`src/rtl/irqfan_pkg.sv`:
```
package irqfan_pkg;

    localparam int IRQ_N     = 32;
    localparam int DATA_W    = 32;
    localparam int ADDR_W    = 12;
    localparam int WORD_W    = ADDR_W - 2;
    localparam int PT_LO_DEF = 21;
    localparam int PT_HI_DEF = 30;
    localparam int AGG_DEF   = 31;

    typedef logic [IRQ_N-1:0]  irq_vec_t;
    typedef logic [DATA_W-1:0] data_t;

    // register word index (byte address / 4)
    typedef enum logic [WORD_W-1:0] {
        W_MSTAT   = 10'd0,
        W_RAW     = 10'd1,
        W_ENSET   = 10'd2,
        W_ENCLR   = 10'd3,
        W_SOFTSET = 10'd4,
        W_SOFTCLR = 10'd5,
        W_RTSET   = 10'd8,
        W_RTCLR   = 10'd9
    } word_e;

    typedef struct packed {
        logic  rd;
        logic  wr;
        logic  wr_hit;
        word_e word;
        data_t data;
    } bus_req_t;

    typedef struct packed {
        irq_vec_t raw;
        irq_vec_t en;
        irq_vec_t route;
    } ctl_state_t;

    function automatic irq_vec_t span_mask(input int lo, input int hi);
        irq_vec_t m;
        m = '0;
        for (int i = 0; i < IRQ_N; i++) begin
            if (i >= lo && i <= hi) m[i] = 1'b1;
        end
        return m;
    endfunction

    function automatic logic is_write_word(input word_e w);
        return (w == W_ENSET) || (w == W_ENCLR) || (w == W_SOFTSET) ||
               (w == W_SOFTCLR) || (w == W_RTSET) || (w == W_RTCLR);
    endfunction

endpackage

```
`src/rtl/irqfan_decode.sv`:
```
module irqfan_decode
    import irqfan_pkg::*;
(
    input  logic              sel,
    input  logic              we,
    input  logic [ADDR_W-1:0] addr,
    input  data_t             wdata,
    output bus_req_t          req
);
    logic unused_lsb;
    assign unused_lsb = ^addr[1:0];

    always_comb begin
        req.rd     = sel & ~we;
        req.wr     = sel & we;
        req.word   = word_e'(addr[ADDR_W-1:2]);
        req.data   = wdata;
        req.wr_hit = sel & we & is_write_word(word_e'(addr[ADDR_W-1:2]));
    end
endmodule

```
`src/rtl/irqfan_regs.sv`:
```
module irqfan_regs
    import irqfan_pkg::*;
#(
    parameter int PT_LO = PT_LO_DEF,
    parameter int PT_HI = PT_HI_DEF
) (
    input  logic       clk,
    input  logic       rst,
    input  bus_req_t   req,
    input  irq_vec_t   irq_in,
    output ctl_state_t cur,
    output ctl_state_t nxt
);
    localparam irq_vec_t RT_MASK = span_mask(PT_LO, PT_HI);

    always_comb begin
        nxt     = cur;
        nxt.raw = irq_in;
        if (req.wr) begin
            case (req.word)
                W_ENSET:   nxt.en    = cur.en | req.data;
                W_ENCLR:   nxt.en    = cur.en & ~req.data;
                W_SOFTSET: if (req.data != '0) nxt.en[0] = 1'b1;
                W_SOFTCLR: if (req.data != '0) nxt.en[0] = 1'b0;
                W_RTSET:   nxt.route = cur.route | (req.data & RT_MASK);
                W_RTCLR:   nxt.route = cur.route & ~req.data;
                default:   ;
            endcase
        end
    end

    always_ff @(posedge clk) begin
        if (rst) cur <= '0;
        else     cur <= nxt;
    end

    // state is cleared by reset
    a_r1_reset_clears: assert property (@(posedge clk)
        rst |=> (cur == '0));

    // routing mask never holds bits outside the routable span
    a_r7_route_span: assert property (@(posedge clk) disable iff (rst)
        (cur.route & ~RT_MASK) == '0);

    // nonzero soft-set write sets enable bit 0
    a_r6_soft_set: assert property (@(posedge clk) disable iff (rst)
        (req.wr && req.word == W_SOFTSET && req.data != '0) |=> cur.en[0]);

    // writes to unmapped words leave the masks alone
    a_r10_unmapped_write: assert property (@(posedge clk) disable iff (rst)
        (req.wr && !req.wr_hit) |=> ($stable(cur.en) && $stable(cur.route)));
endmodule

```
`src/rtl/irqfan_readmux.sv`:
```
module irqfan_readmux
    import irqfan_pkg::*;
(
    input  logic       clk,
    input  logic       rst,
    input  bus_req_t   req,
    input  ctl_state_t cur,
    output data_t      rdata
);
    data_t rd_val;

    always_comb begin
        rd_val = '0;
        case (req.word)
            W_MSTAT:   rd_val = cur.raw & cur.en;
            W_RAW:     rd_val = cur.raw;
            W_ENSET:   rd_val = cur.en;
            W_SOFTSET: rd_val[0] = cur.raw[0];
            W_RTSET:   rd_val = cur.route;
            default:   rd_val = '0;
        endcase
    end

    always_ff @(posedge clk) begin
        if (rst)         rdata <= '0;
        else if (req.rd) rdata <= rd_val;
        else             rdata <= '0;
    end

    // no read request means zero read data next cycle
    a_r11_idle_zero: assert property (@(posedge clk) disable iff (rst)
        !req.rd |=> (rdata == '0));
endmodule

```
`src/rtl/irqfan_route.sv`:
```
module irqfan_route
    import irqfan_pkg::*;
#(
    parameter int PT_LO   = PT_LO_DEF,
    parameter int PT_HI   = PT_HI_DEF,
    parameter int AGG_BIT = AGG_DEF
) (
    input  logic       clk,
    input  logic       rst,
    input  ctl_state_t nxt,
    output irq_vec_t   up_q
);
    localparam irq_vec_t RT_MASK = span_mask(PT_LO, PT_HI);

    irq_vec_t up_d;
    logic     unused_route;
    assign unused_route = ^(nxt.route & ~RT_MASK);

    for (genvar g = 0; g < IRQ_N; g++) begin : g_line
        if (g == AGG_BIT) begin : g_agg
            assign up_d[g] = |(nxt.raw & nxt.en);
        end else if (g >= PT_LO && g <= PT_HI) begin : g_pass
            assign up_d[g] = nxt.route[g] & nxt.raw[g];
        end else begin : g_idle
            assign up_d[g] = 1'b0;
        end
    end

    always_ff @(posedge clk) begin
        if (rst) up_q <= '0;
        else     up_q <= up_d;
    end

    // lines that are neither aggregate nor routable stay low
    a_r9_idle_low: assert property (@(posedge clk) disable iff (rst)
        (up_q & ~RT_MASK & ~(irq_vec_t'(1) << AGG_BIT)) == '0);
endmodule

```
`src/rtl/irqfan_ctrl.sv`:
```
module irqfan_ctrl
    import irqfan_pkg::*;
#(
    parameter int PT_LO   = PT_LO_DEF,
    parameter int PT_HI   = PT_HI_DEF,
    parameter int AGG_BIT = AGG_DEF
) (
    input  logic              clk,
    input  logic              rst,
    input  logic              bus_sel,
    input  logic              bus_we,
    input  logic [ADDR_W-1:0] bus_addr,
    input  logic [DATA_W-1:0] bus_wdata,
    output logic [DATA_W-1:0] bus_rdata,
    input  logic [IRQ_N-1:0]  irq_in,
    output logic [IRQ_N-1:0]  up_irq
);
    bus_req_t   req;
    ctl_state_t cur;
    ctl_state_t nxt;

    irqfan_decode u_decode (
        .sel   (bus_sel),
        .we    (bus_we),
        .addr  (bus_addr),
        .wdata (bus_wdata),
        .req   (req)
    );

    irqfan_regs #(.PT_LO(PT_LO), .PT_HI(PT_HI)) u_regs (
        .clk    (clk),
        .rst    (rst),
        .req    (req),
        .irq_in (irq_in),
        .cur    (cur),
        .nxt    (nxt)
    );

    irqfan_readmux u_readmux (
        .clk   (clk),
        .rst   (rst),
        .req   (req),
        .cur   (cur),
        .rdata (bus_rdata)
    );

    irqfan_route #(.PT_LO(PT_LO), .PT_HI(PT_HI), .AGG_BIT(AGG_BIT)) u_route (
        .clk  (clk),
        .rst  (rst),
        .nxt  (nxt),
        .up_q (up_irq)
    );

    // aggregate line agrees with the held levels and enable mask
    a_r5_aggregate: assert property (@(posedge clk) disable iff (rst)
        up_irq[AGG_BIT] == |(cur.raw & cur.en));

    // each routable line tracks its level while routed
    for (genvar p = PT_LO; p <= PT_HI; p++) begin : g_chk
        a_r9_route_follow: assert property (@(posedge clk) disable iff (rst)
            up_irq[p] == (cur.route[p] & cur.raw[p]));
    end
endmodule

```
`config.mk`:
```
export PLATFORM = sky130hd
export DESIGN_NAME = irqfan_ctrl
export DESIGN_NICKNAME = d
export VERILOG_FILES = /design/src/rtl/irqfan_pkg.sv /design/src/rtl/irqfan_decode.sv /design/src/rtl/irqfan_regs.sv /design/src/rtl/irqfan_readmux.sv /design/src/rtl/irqfan_route.sv /design/src/rtl/irqfan_ctrl.sv
export SDC_FILE = /design/constraint.sdc
export NUM_CORES = 1
export LEC_CHECK = 0
export BUFFER_PORTS_ARGS = -buffer_cell sky130_fd_sc_hd__buf_2
export CORE_MARGIN = 8
export CORE_UTILIZATION = 35
export DETAILED_ROUTE_END_ITERATION = 16
export GPL_ROUTABILITY_DRIVEN = 0
export MAX_ROUTING_LAYER = met4
export PLACE_DENSITY_LB_ADDON = 0.05
export REMOVE_ABC_BUFFERS = 1
export SYNTH_ARGS = -nofsm -noshare
export SYNTH_HDL_FRONTEND = slang
export SYNTH_HIERARCHICAL = 1
export SYNTH_SLANG_ARGS = --single-unit
```
`constraint.sdc`:
```
create_clock -name clk -period 4.55 [get_ports clk]
set_clock_uncertainty 0.1 [all_clocks]
set_input_delay 0.2275 -clock clk [delete_from_list [all_inputs] [get_ports clk]]
set_output_delay 0.2275 -clock clk [all_outputs]
set_load 0.03 [all_outputs]
```
==> impl_results.md, run 1 <==
* Status: finished, final reports clean
* Critical Path Fanout Max at 24
* Total GRT Usage at 18.7%
* Nature of the critical path startpoint: primary input
* Vias per cell at 5.09
* Max_slew headroom at a little under a third
* Longest Clk Path Bufs at 2
* Clk sink count at 139
* Slew @ Worst Pin at approximately 1.0 ns
* Worst Path Required at 4.82 ns
* Post-synthesis cell count at 733
* DRT Pass-1 Iters at 5
* # Post-CTS Setup Buffers at 0
* CP Cell Sequence: buf_2, or4_4, nor4_4, buf_4, nand3_1, nand2_1, a22oi_1, nand4_1, o41a_1
* Clock slew at reported path FFs at 0.06 ns
* Setup tns final at 0 ns
* Layout Cells excl Fill at about 1000
* Worst Setup End Kind: flop
* Num ports at 144
* Final hold vios at 0
* Antenna viol nets, final at 0
* CP max-delay cell: nor4_4
* Synthesis-to-layout area growth at 17.4%
* First-pass GRT wire length at 31100 microns
* DRC at 0
* Cells after DPL at 976
* Port Buffers at 120
* Final Max Slew Viols at 0
* Max-cap violation count at 0
* Clock latency on the worst-skew pair at 0.43 ns
* Syn_area_per_cell at 8.78 sq um
* Hold Path Class: in -> reg
* CP Buf/Inv Count at 2
* Crit path DAT at roughly 2.7 ns
* CP Class: in -> reg
* Largest net degree at the start of global routing at 52
* Cell Pwr Density at 389 nW/um^2
* Vias in the first global route at 5418
* Crit path time final at ~2.4 ns
* Achievable Freq at 414 MHz
* Synthesis Warnings at 6
* CTS tree: yes
* Total routed wirelength at 20500 microns
* IR drop worst, VDD at 0.244 mV
* Rows at 49
* Nets@finish at ~880
* CP top delay family: simple AND/OR/NAND/NOR gates
* Initial antenna violation count at 1
* Die area at 23000 sq um
* TritonCTS Buffers at 17
* Post-detail-place hpwl at 13400 microns
* Starting Density at a little over a third
* Static Leak at ~3.2 nW
* Post-synth design cell area at 6440 sq um
* Final Cycle Share at 53.1%
* Share of layout cells above drive strength 1 at 25.4%
* Width of the chip at 152 microns
* Unrepaired setup endpoints after global routing: false
* Vias at 5292
* Final setup viols at 0
* GRT overflow at 0
* Clk root buf: clkbuf_16
* Total power draw at between 2 and 3 mW
* Post-CTS resize count at 0
* Fill count at 1842
* Slowest Stage Delay on Critical Path at 0.63 ns
* Drt wl/cell at 19.7 microns
* H-tree depth at 4
* DR iter-0 viols at ~330
* Die Height at around 150 microns
* # hold bufs at CTS at 32
* Core region area at 18000 sq um
## per-stage QoR
step / hold WS (ns) / cell area [sq um] / setup WS (ns) / util, %
3_3_place_gp: 0.348 / 6600 / 1.74 / 36.6
5_1_grt: 0.0390 / 7560 / 1.94 / 41.9
4_1_cts: 0.0271 / 7550 / 2.19 / 41.9
3_5_place_dp: 0.352 / 6600 / 1.75 / 36.6
2_1_floorplan: 0.197 / 5580 / 1.07 / -
6_report: 0.0454 / 7560 / 2.13 / 41.9
## power by group
part / leakage (nW) / switching (mW) / internal [mW] / total [mW]
logic: 1.75 / 0.137 / 0.0674 / 0.205
clock network: 0.304 / 0.541 / 0.957 / 1.50
registers: 1.13 / 0.00393 / 1.23 / 1.24
total: 3.18 / 0.682 / 2.26 / 2.94
## flip-flops by register name, summed over array words and instances, names as in the netlist
register / flops
u_regs/cur: 96
u_readmux/rdata: 32
u_route/up_q: 11
## tightest hold or removal path, stage by stage
cell and delay [ns]:
buf_2 0.12, nand3_1 0.10, a21oi_1 0.07
## final timing paths
kind,startpoint,to,slack [ns],depth (start not counted)
max reg2reg,u_regs/cur[32],u_route/up_q[31],2.17,7
max,bus_addr[7],u_route/up_q[31],2.13,9
min,bus_wdata[24],u_regs/cur[56],0.05,3
min reg2reg,u_regs/cur[20],u_readmux/rdata[20],0.36,2
## cell type report
class	instances	area, sq um	share of cell area [%]
multi-input cells	440	2700	35.8
clock inverters	11	166	2.20
diodes	1	2.50	0.0331
flip-flops and latches	139	2780	36.8
repair buffers	165	1020	13.5
inverters	35	131	1.74
clock buffers	20	467	6.18
well taps	229	287	3.79
## per-layer routing
layer	vias up	share of wire [%]	wire length [microns]	GRT usage, %
li1	2559	-	-	-
met1	2574	47	9680	23.1
met2	134	47	9660	30.0
met3	25	4.1	843	3.71
met4	0	1.6	325	6.12
met5	-	0	0	-
## cell usage in the layout, fill, tap and decap left out, types with 2 or more instances in the layout
cell and instances:
clkbuf_16 17, clkinv_2 3, buf_2 120, and3_1 10
o211ai_1 2, nand4_1 17, a21oi_2 27, a22oi_1 14
nand3_1 31, nor2b_1 56, nand2b_1 13, buf_4 13
a21boi_0 22, dlygate4sd3_1 32, a21oi_4 3, clkinvlp_4 3
clkbuf_8 3, nand2_1 83, nor4_1 8, conb_1 21
o221ai_1 32, nand3b_1 2, a22oi_2 2, dfxtp_1 139
inv_1 34, a21oi_1 42, bufinv_16 4, or4_4 2
o21ai_0 31
Note: power is estimated with default switching activity, not from simulation.
==> run 2, diff against run 1 <==
==> constraint.sdc (replaced) <==
create_clock -name clk -period 2.3 [get_ports clk]
set_clock_uncertainty 0.1 [all_clocks]
set_input_delay 0.115 -clock clk [delete_from_list [all_inputs] [get_ports clk]]
set_output_delay 0.115 -clock clk [all_outputs]
set_load 0.03 [all_outputs]
==> run 2 against run 1 <==
Final cell count increased by 5.3%. Non-clock buffer count rose by 55. Critical path depth unchanged. Clock-buffer cell count grew 1. Global-route usage increased by 0.30 points. Combinational power grew 140%. Die area is the same. Core utilization increased by 3.4 points. Via count grew 3.8%. Flip-flop and latch count stayed put. Highest routed layer unchanged.
==> impl_results.md, run 2 (same netlist as run 1, synthesis figures left out) <==
* Core region area at 18000 sq um (unchanged)
* Clock latency on the worst-skew pair at 0.43 ns (about the same)
* Achievable Freq at between 400 and 500 MHz
* Die Height at 152 microns (unchanged)
* DP Worst Slack at -0.114 ns (-1.87 ns)
* Longest Clk Path Bufs at 2 (unchanged)
* Commonest non-fill, non-tap cells in the layout: 139 x dfxtp_1, 119 x buf_2, 83 x nand2_1
* Clk sink count at 139 (unchanged)
* Commonest non-fill, non-tap cell in the layout: dfxtp_1
* Port Buffers at 120 (unchanged)
* Final Cycle Share at about 95%
* Die area at 23000 sq um (unchanged)
* Vias at 5491 (+3.8%)
* DRC at 0 (unchanged)
* Share of layout cells above drive strength 1 at 27.5% (+2.1 points)
* Static Leak at 3.47 nW (+8.8%)
* Final Hold Slack at 0.0123 ns (-0.0331 ns)
* Setup tns final at 0 ns (unchanged)
* Crit path DAT at 2.38 ns (-0.31 ns)
* Nets@finish at 933 (+6.3%)
* First-pass GRT wire length at 31900 microns (+2.6%)
* Drt wl/cell at 19.2 microns (-2.5%)
* Slew @ Worst Pin at 0.548 ns (-0.497 ns)
* Num ports at 144 (unchanged)
* Post-detail-place hpwl at 13900 microns (+4.0%)
* Top flop regs: u_regs/cur: 96 flops, u_readmux/rdata: 32 flops, u_route/up_q: 11 flops
* R2R Path Start: u_regs/cur[32]
* Placed Area at 6880 sq um (+4.2%)
* DRT Pass-1 Iters at 5 (unchanged)
* GRT overflow at 0 (unchanged)
* CP Class: in -> reg
* Worst Path Required at 2.50 ns (-2.32 ns)
* # Post-CTS Setup Buffers at 0 (unchanged)
* Clk root buf: clkbuf_16
* Max_slew headroom at 63.4% (+33 points)
* Status: finished, final reports clean
* R2R setup slack at 0.26 ns (-1.91 ns)
* IR drop worst, VDD at 0.517 mV (+110%)
* Ant diodes at 0 (-1)
* Hold Path Class: in -> reg
* TritonCTS Buffers at 17 (unchanged)
* Final Max Slew Viols at 0 (unchanged)
* DR iter-0 viols at 324 (-0.31%)
* Final hold vios at 0 (unchanged)
* Number of flip-flops in the largest register at 96 (unchanged)
* Final setup viols at 0 (unchanged)
* Width of the chip at 152 microns (unchanged)
* Clock slew at reported path FFs at 0.06 ns (about the same)
* Worst Setup End Kind: flop
* Nature of the critical path startpoint: primary input
* Vias in the first global route at 5703 (+5.3%)
* Biggest register: u_regs/cur
* CTS tree: yes
* Synthesis-to-layout area growth at 27.0%
* Cell Pwr Density at 719 nW/um^2 (+85%)
* Crit path from: bus_wdata[26]
* Critical Path Fanout Max at 4 (-83%)
* Post-route setup slack at 0.124 ns (-2.01 ns)
* Rows at 49 (unchanged)
* Starting Density at 35.7% (unchanged)
* Hold path startpoint: bus_addr[11]
* Total GRT Usage at 19.0% (+0.30 points)
* Initial antenna violation count at 0 (-1)
* Antenna viol nets, final at 0 (unchanged)
* Max-cap violation count at 0 (unchanged)
* Total routed wirelength at 21100 microns (+2.7%)
* Crit path time final at approximately 2.2 ns
* Post-route cell area at 8170 sq um (+8.2%)
* H-tree depth at 4 (unchanged)
* Vias per cell at 5.01 (-1.5%)
* Largest net degree at the start of global routing at 98 (+88%)
run 2: worst paths after layout:
| kind | cells after the start | to |
|---|---|---|
| max | 9 | u_route/up_q[31] |
| min | 4 | u_readmux/rdata[0] |
| max reg2reg | 8 | u_route/up_q[31] |
| min reg2reg | 2 | u_readmux/rdata[20] |
run 2: worst max-delay path: stages:
cell	delay, ns
dlygate4sd3_1	0.54
buf_2	0.17
nor4_2	0.34
nand4_1	0.17
o211ai_1	0.26
a31oi_1	0.14
a22oi_1	0.20
nand4_1	0.13
o41a_1	0.32
run 2: where the power goes:
part / leakage (nW) / internal [mW] / total, mW / switching, mW
combinational: 2.03 / 0.191 / 0.482 / 0.292
clock: 0.308 / 1.87 / 2.95 / 1.08
sequential: 1.13 / 2.44 / 2.45 / 0.00775
run 2: cell type report:
type	instances	area [sq um]
tap	229	287
inverter	35	131
multi-input combinational	440	2770
timing repair buffer	220	1580
clock buffer	21	460
sequential	139	2780
fill	1777	9850
clock inverter	11	165
run 2: metal layers:
metal  GRT usage [%]  vias to the layer above  part of all wire [%]
met5               -                        -                     0
met4            6.76                        0                   2.1
met3            4.10                       24                   6.0
met2            30.2                      184                    47
met1            23.4                     2604                    45
li1                -                     2679                     -
run 2: repair_timing:
item,4_1_cts,5_1_grt
resized for setup,0,11
hold buffers,61,0
hold endpoints to repair,88,0
endpoints found under the setup margin,0,1
run 2: through the flow:
stage / utilization [%] / instances / power, mW
floorplan: - / 614 / 2.62
global placement: 38.2 / 1003 / 2.89
detailed placement: 38.2 / 1003 / 2.89
CTS: 45.0 / 1096 / 5.92
global route: 45.3 / 1095 / 6.09
finish: 45.3 / 1095 / 5.88
==> run 3, diff against run 2 <==
--- a/config.mk
+++ b/config.mk
@@ -5,15 +5,15 @@
 export SDC_FILE = /design/constraint.sdc
 export NUM_CORES = 1
 export LEC_CHECK = 0
-export BUFFER_PORTS_ARGS = -buffer_cell sky130_fd_sc_hd__buf_2
 export CORE_MARGIN = 8
 export CORE_UTILIZATION = 35
+export CTS_BUF_LIST = sky130_fd_sc_hd__clkbuf_8
 export DETAILED_ROUTE_END_ITERATION = 16
+export DONT_BUFFER_PORTS = 1
 export GPL_ROUTABILITY_DRIVEN = 0
 export MAX_ROUTING_LAYER = met4
 export PLACE_DENSITY_LB_ADDON = 0.05
 export REMOVE_ABC_BUFFERS = 1
 export SYNTH_ARGS = -nofsm -noshare
 export SYNTH_HDL_FRONTEND = slang
-export SYNTH_HIERARCHICAL = 1
 export SYNTH_SLANG_ARGS = --single-unit
==> run 3 against run 2 <==
Core utilization is 2.0 points higher. Die area is 8.4% lower. Combinational power is 15% lower. Global-route usage is 3.7 points higher. Routed wire length is 13% higher. Clock-buffer cell count is 3 lower. Largest cell class unchanged. Fmax is 3.2% lower. Synthesized area is 9.3% lower.
==> impl_results.md, run 3 <==
* Status: finished, final reports clean
* Biggest register: u_regs.cur
* Clock power frac at 45.0% (-5.2 points)
* Vias in the first global route at 5744 (+0.72%)
* Uppermost routed layer: met4
* Worst Path Required at 2.51 ns (about the same)
* Share of layout cells above drive strength 1 at 11.5% (-16 points)
* Synth Flop Type: dfxtp_1
* Final Cycle Share at 97.7% (+3.1 points)
* Comb pwr share at 7.9% (-0.3 points)
* First-pass GRT wire length at 35800 microns (+12%)
* Synth area leaders: dfxtp_1 48%, a21oi_1 6.0%, o221ai_1 4.7%
* Max_slew headroom at 61.8% (-1.6 points)
* Post-synth top area cell: dfxtp_1
* Total routed wirelength at 23900 microns (+13%)
* Sequential-to-total area share from yosys stat at 47.7%
* Min-Delay Endpoint: u_route.up_q[31]
* Post-synth design cell area at 5840 sq um (-9.3%)
* Clk root buf: clkbuf_8
* Crit path time final at 2.25 ns (+0.0723 ns)
* Vias at 5689 (+3.6%)
* Max-cap violation count at 0 (unchanged)
* DR iter-0 viols at 445 (+37%)
* R2R Path Start: u_regs.cur[34]
* Clock slew at reported path FFs at 0.08 ns (+0.02 ns)
* Total GRT Usage at 22.7% (+3.7 points)
* IR drop worst, VDD at 0.425 mV (-18%)
* Slew @ Worst Pin at 0.566 ns (+0.0175 ns)
* Hold Path Class: in -> reg
* Initial antenna violation count at 0 (unchanged)
* Syn_area_per_cell at 8.90 sq um (+1.3%)
* Static Leak at 2.66 nW (-23%)
* Clock latency on the worst-skew pair at 0.45 ns (+0.02 ns)
* Hold path startpoint: irq_in[16]
* Cell Pwr Density at 666 nW/um^2 (-7.3%)
* Port Buffers at 0 (-100%)
* Crit path DAT at 2.46 ns (+0.08 ns)
* Met2 wire length at 11000 microns (+11%)
* Synth top area share at 47.7%
* Worst Setup End Kind: flop
* TritonCTS Buffers at 17 (unchanged)
* DRC at 0 (unchanged)
* DP Worst Slack at -0.170 ns (-0.0556 ns)
* Top-count cell post-synth: dfxtp_1
* Commonest non-fill, non-tap cells in the layout: 139 x dfxtp_1, 105 x dlygate4sd3_1, 69 x a21oi_1
* GRT overflow at 0 (unchanged)
* Net Sw Frac at 24.3% (+0.90 points)
* Worst R2R Path Depth at 5 (-3)
* Top flop regs: u_regs.cur: 96 flops, u_readmux.rdata: 32 flops, u_route.up_q: 11 flops
* Critical Path Fanout Max at 7 (+3)
* Ys async rst share at 0%
* Internal power at 3.93 mW (-13%)
* P_sw at 1.26 mW (-8.3%)
* Starting Density at 35.4% (-0.27 points)
* Sequential cell fraction of total power at 47.1% (+5.5 points)
* Drt wl/cell at 23.8 microns (+24%)
* Rows at 47 (-4.1%)
* Nature of the critical path startpoint: primary input
* Synthesis Warnings at 0 (-6)
* DRT Pass-1 Iters at 5 (unchanged)
* Hold path cells at 4 (unchanged)
* Post-synthesis cell count at 656 (-11%)
* Width of the chip at 145 microns (-4.3%)
* Vias per cell at 5.67 (+13%)
* Post-route setup slack at 0.0520 ns (-0.0723 ns)
* Ant diodes at 0 (unchanged)
* Die Height at 145 microns (-4.3%)
* Most instantiated cells after synthesis: 139 x dfxtp_1, 70 x a21oi_1, 65 x nand2_1
* Achievable Freq at 445 MHz (-3.2%)
* Nets@finish at 850 (-8.9%)
* Flop and latch count out of synthesis at 139
* Commonest non-fill, non-tap cell in the layout: dfxtp_1
* Final hold vios at 0 (unchanged)
* Largest net degree at the start of global routing at 100 (+2.0%)
* Num ports at 144 (unchanged)
* Cells after DPL at 858 (-14%)
* Die area at 21100 sq um (-8.4%)
* H-tree depth at 4 (unchanged)
* EDFF count, synth at 0
* Clk sink count at 139 (unchanged)
* Final setup viols at 0 (unchanged)
* Post-detail-place hpwl at 14800 microns (+6.2%)
* Worst r2r dst: u_route.up_q[31]
* Met1 WL at 10500 microns (+11%)
* Yosys cell types at 57
* CTS tree: yes
* R2R setup slack at 0.67 ns (+0.41 ns)
* CP Class: in -> reg
* Final Max Slew Viols at 0 (unchanged)
* Antenna viol nets, final at 0 (unchanged)
* Core region area at 16500 sq um (-8.6%)
* Unrepaired setup endpoints after global routing: false
* Synthesis-to-layout area growth at 33.4%
* Number of flip-flops in the largest register at 96 (unchanged)
* Longest Clk Path Bufs at 2 (unchanged)
* Met3 WL at 1840 microns (+45%)
* Layout Cells excl Fill at 1003 (-8.4%)
run 3: how the worst max path moves through the flow:
stage,cells past startpoint,startpoint,slack (ns),end
2_1_floorplan,5,bus_addr[9],-0.62,u_regs.cur[0]
3_3_place_gp,7,bus_addr[9],-0.15,u_route.up_q[31]
3_5_place_dp,7,bus_addr[9],-0.17,u_route.up_q[31]
4_1_cts,8,bus_addr[3],0.07,u_route.up_q[31]
5_1_grt,7,bus_sel,0.01,u_route.up_q[31]
6_report,7,bus_sel,0.05,u_route.up_q[31]
run 3: logic make-up after synthesis:
logic type | Yosys count | synth area share [%]
and+or+nand+nor | 249 | 22.9
AOI/OAI and AO/OA | 180 | 21.0
DFF | 139 | 47.7
buffers and inverters | 79 | 6.88
muxes | 7 | 1.29
adders and majority gates | 1 | 0.171
other | 1 | 0.0642
run 3: stage by stage:
step	setup TNS, ns	hold slack (ns)	area (sq um)	util, %	total power [mW]
detailed placement	-0.278	0.106	6130	37.3	2.67
CTS	0	0.00326	7730	46.9	5.22
finish	0	0.0319	7790	47.3	5.19
floorplan	-24.19	0.0783	5550	-	2.63
global placement	-0.267	0.104	6130	37.3	2.67
global route	0	0.00492	7790	47.3	5.37
run 3: critical path, stage by stage:
cell           delay [ns]
dlygate4sd3_1        0.74
nand3_1              0.16
or4_1                0.54
a32oi_1              0.26
nand4_1              0.23
a2111oi_4            0.27
a41oi_2              0.14
run 3: power by group through the flow:
stage,sequential (mW),combinational [mW],clock (mW)
global route,2.45,0.433,2.50
floorplan,2.50,0.130,0
detailed placement,2.50,0.174,0
finish,2.44,0.410,2.34
CTS,2.44,0.395,2.38
global placement,2.50,0.173,0
run 3: area by class of cell:
cell class                      count  area (sq um)
Clock buffer                       18           248
Clock inverter                     14           218
Fill cell                        1636          8680
Inverter                           10          37.5
Multi-Input combinational cell    458          2750
Sequential cell                   139          2780
Tap cell                          220           275
Timing Repair Buffer              144          1480
run 3: per-layer routing:
metal  GRT usage, %  vias up
met2           33.9      253
met4           8.22        0
met5              -        -
li1               -     2597
met3           5.75       36
met1           29.1     2803
run 3: timing repair:
| item | CTS | global route |
|---|---|---|
| setup endpoints to repair | 0 | 7 |
| hold buffers | 109 | 0 |
| setup buffers | 0 | 3 |
| hold endpoints to repair | 139 | 0 |
| gates resized for setup | 0 | 4 |
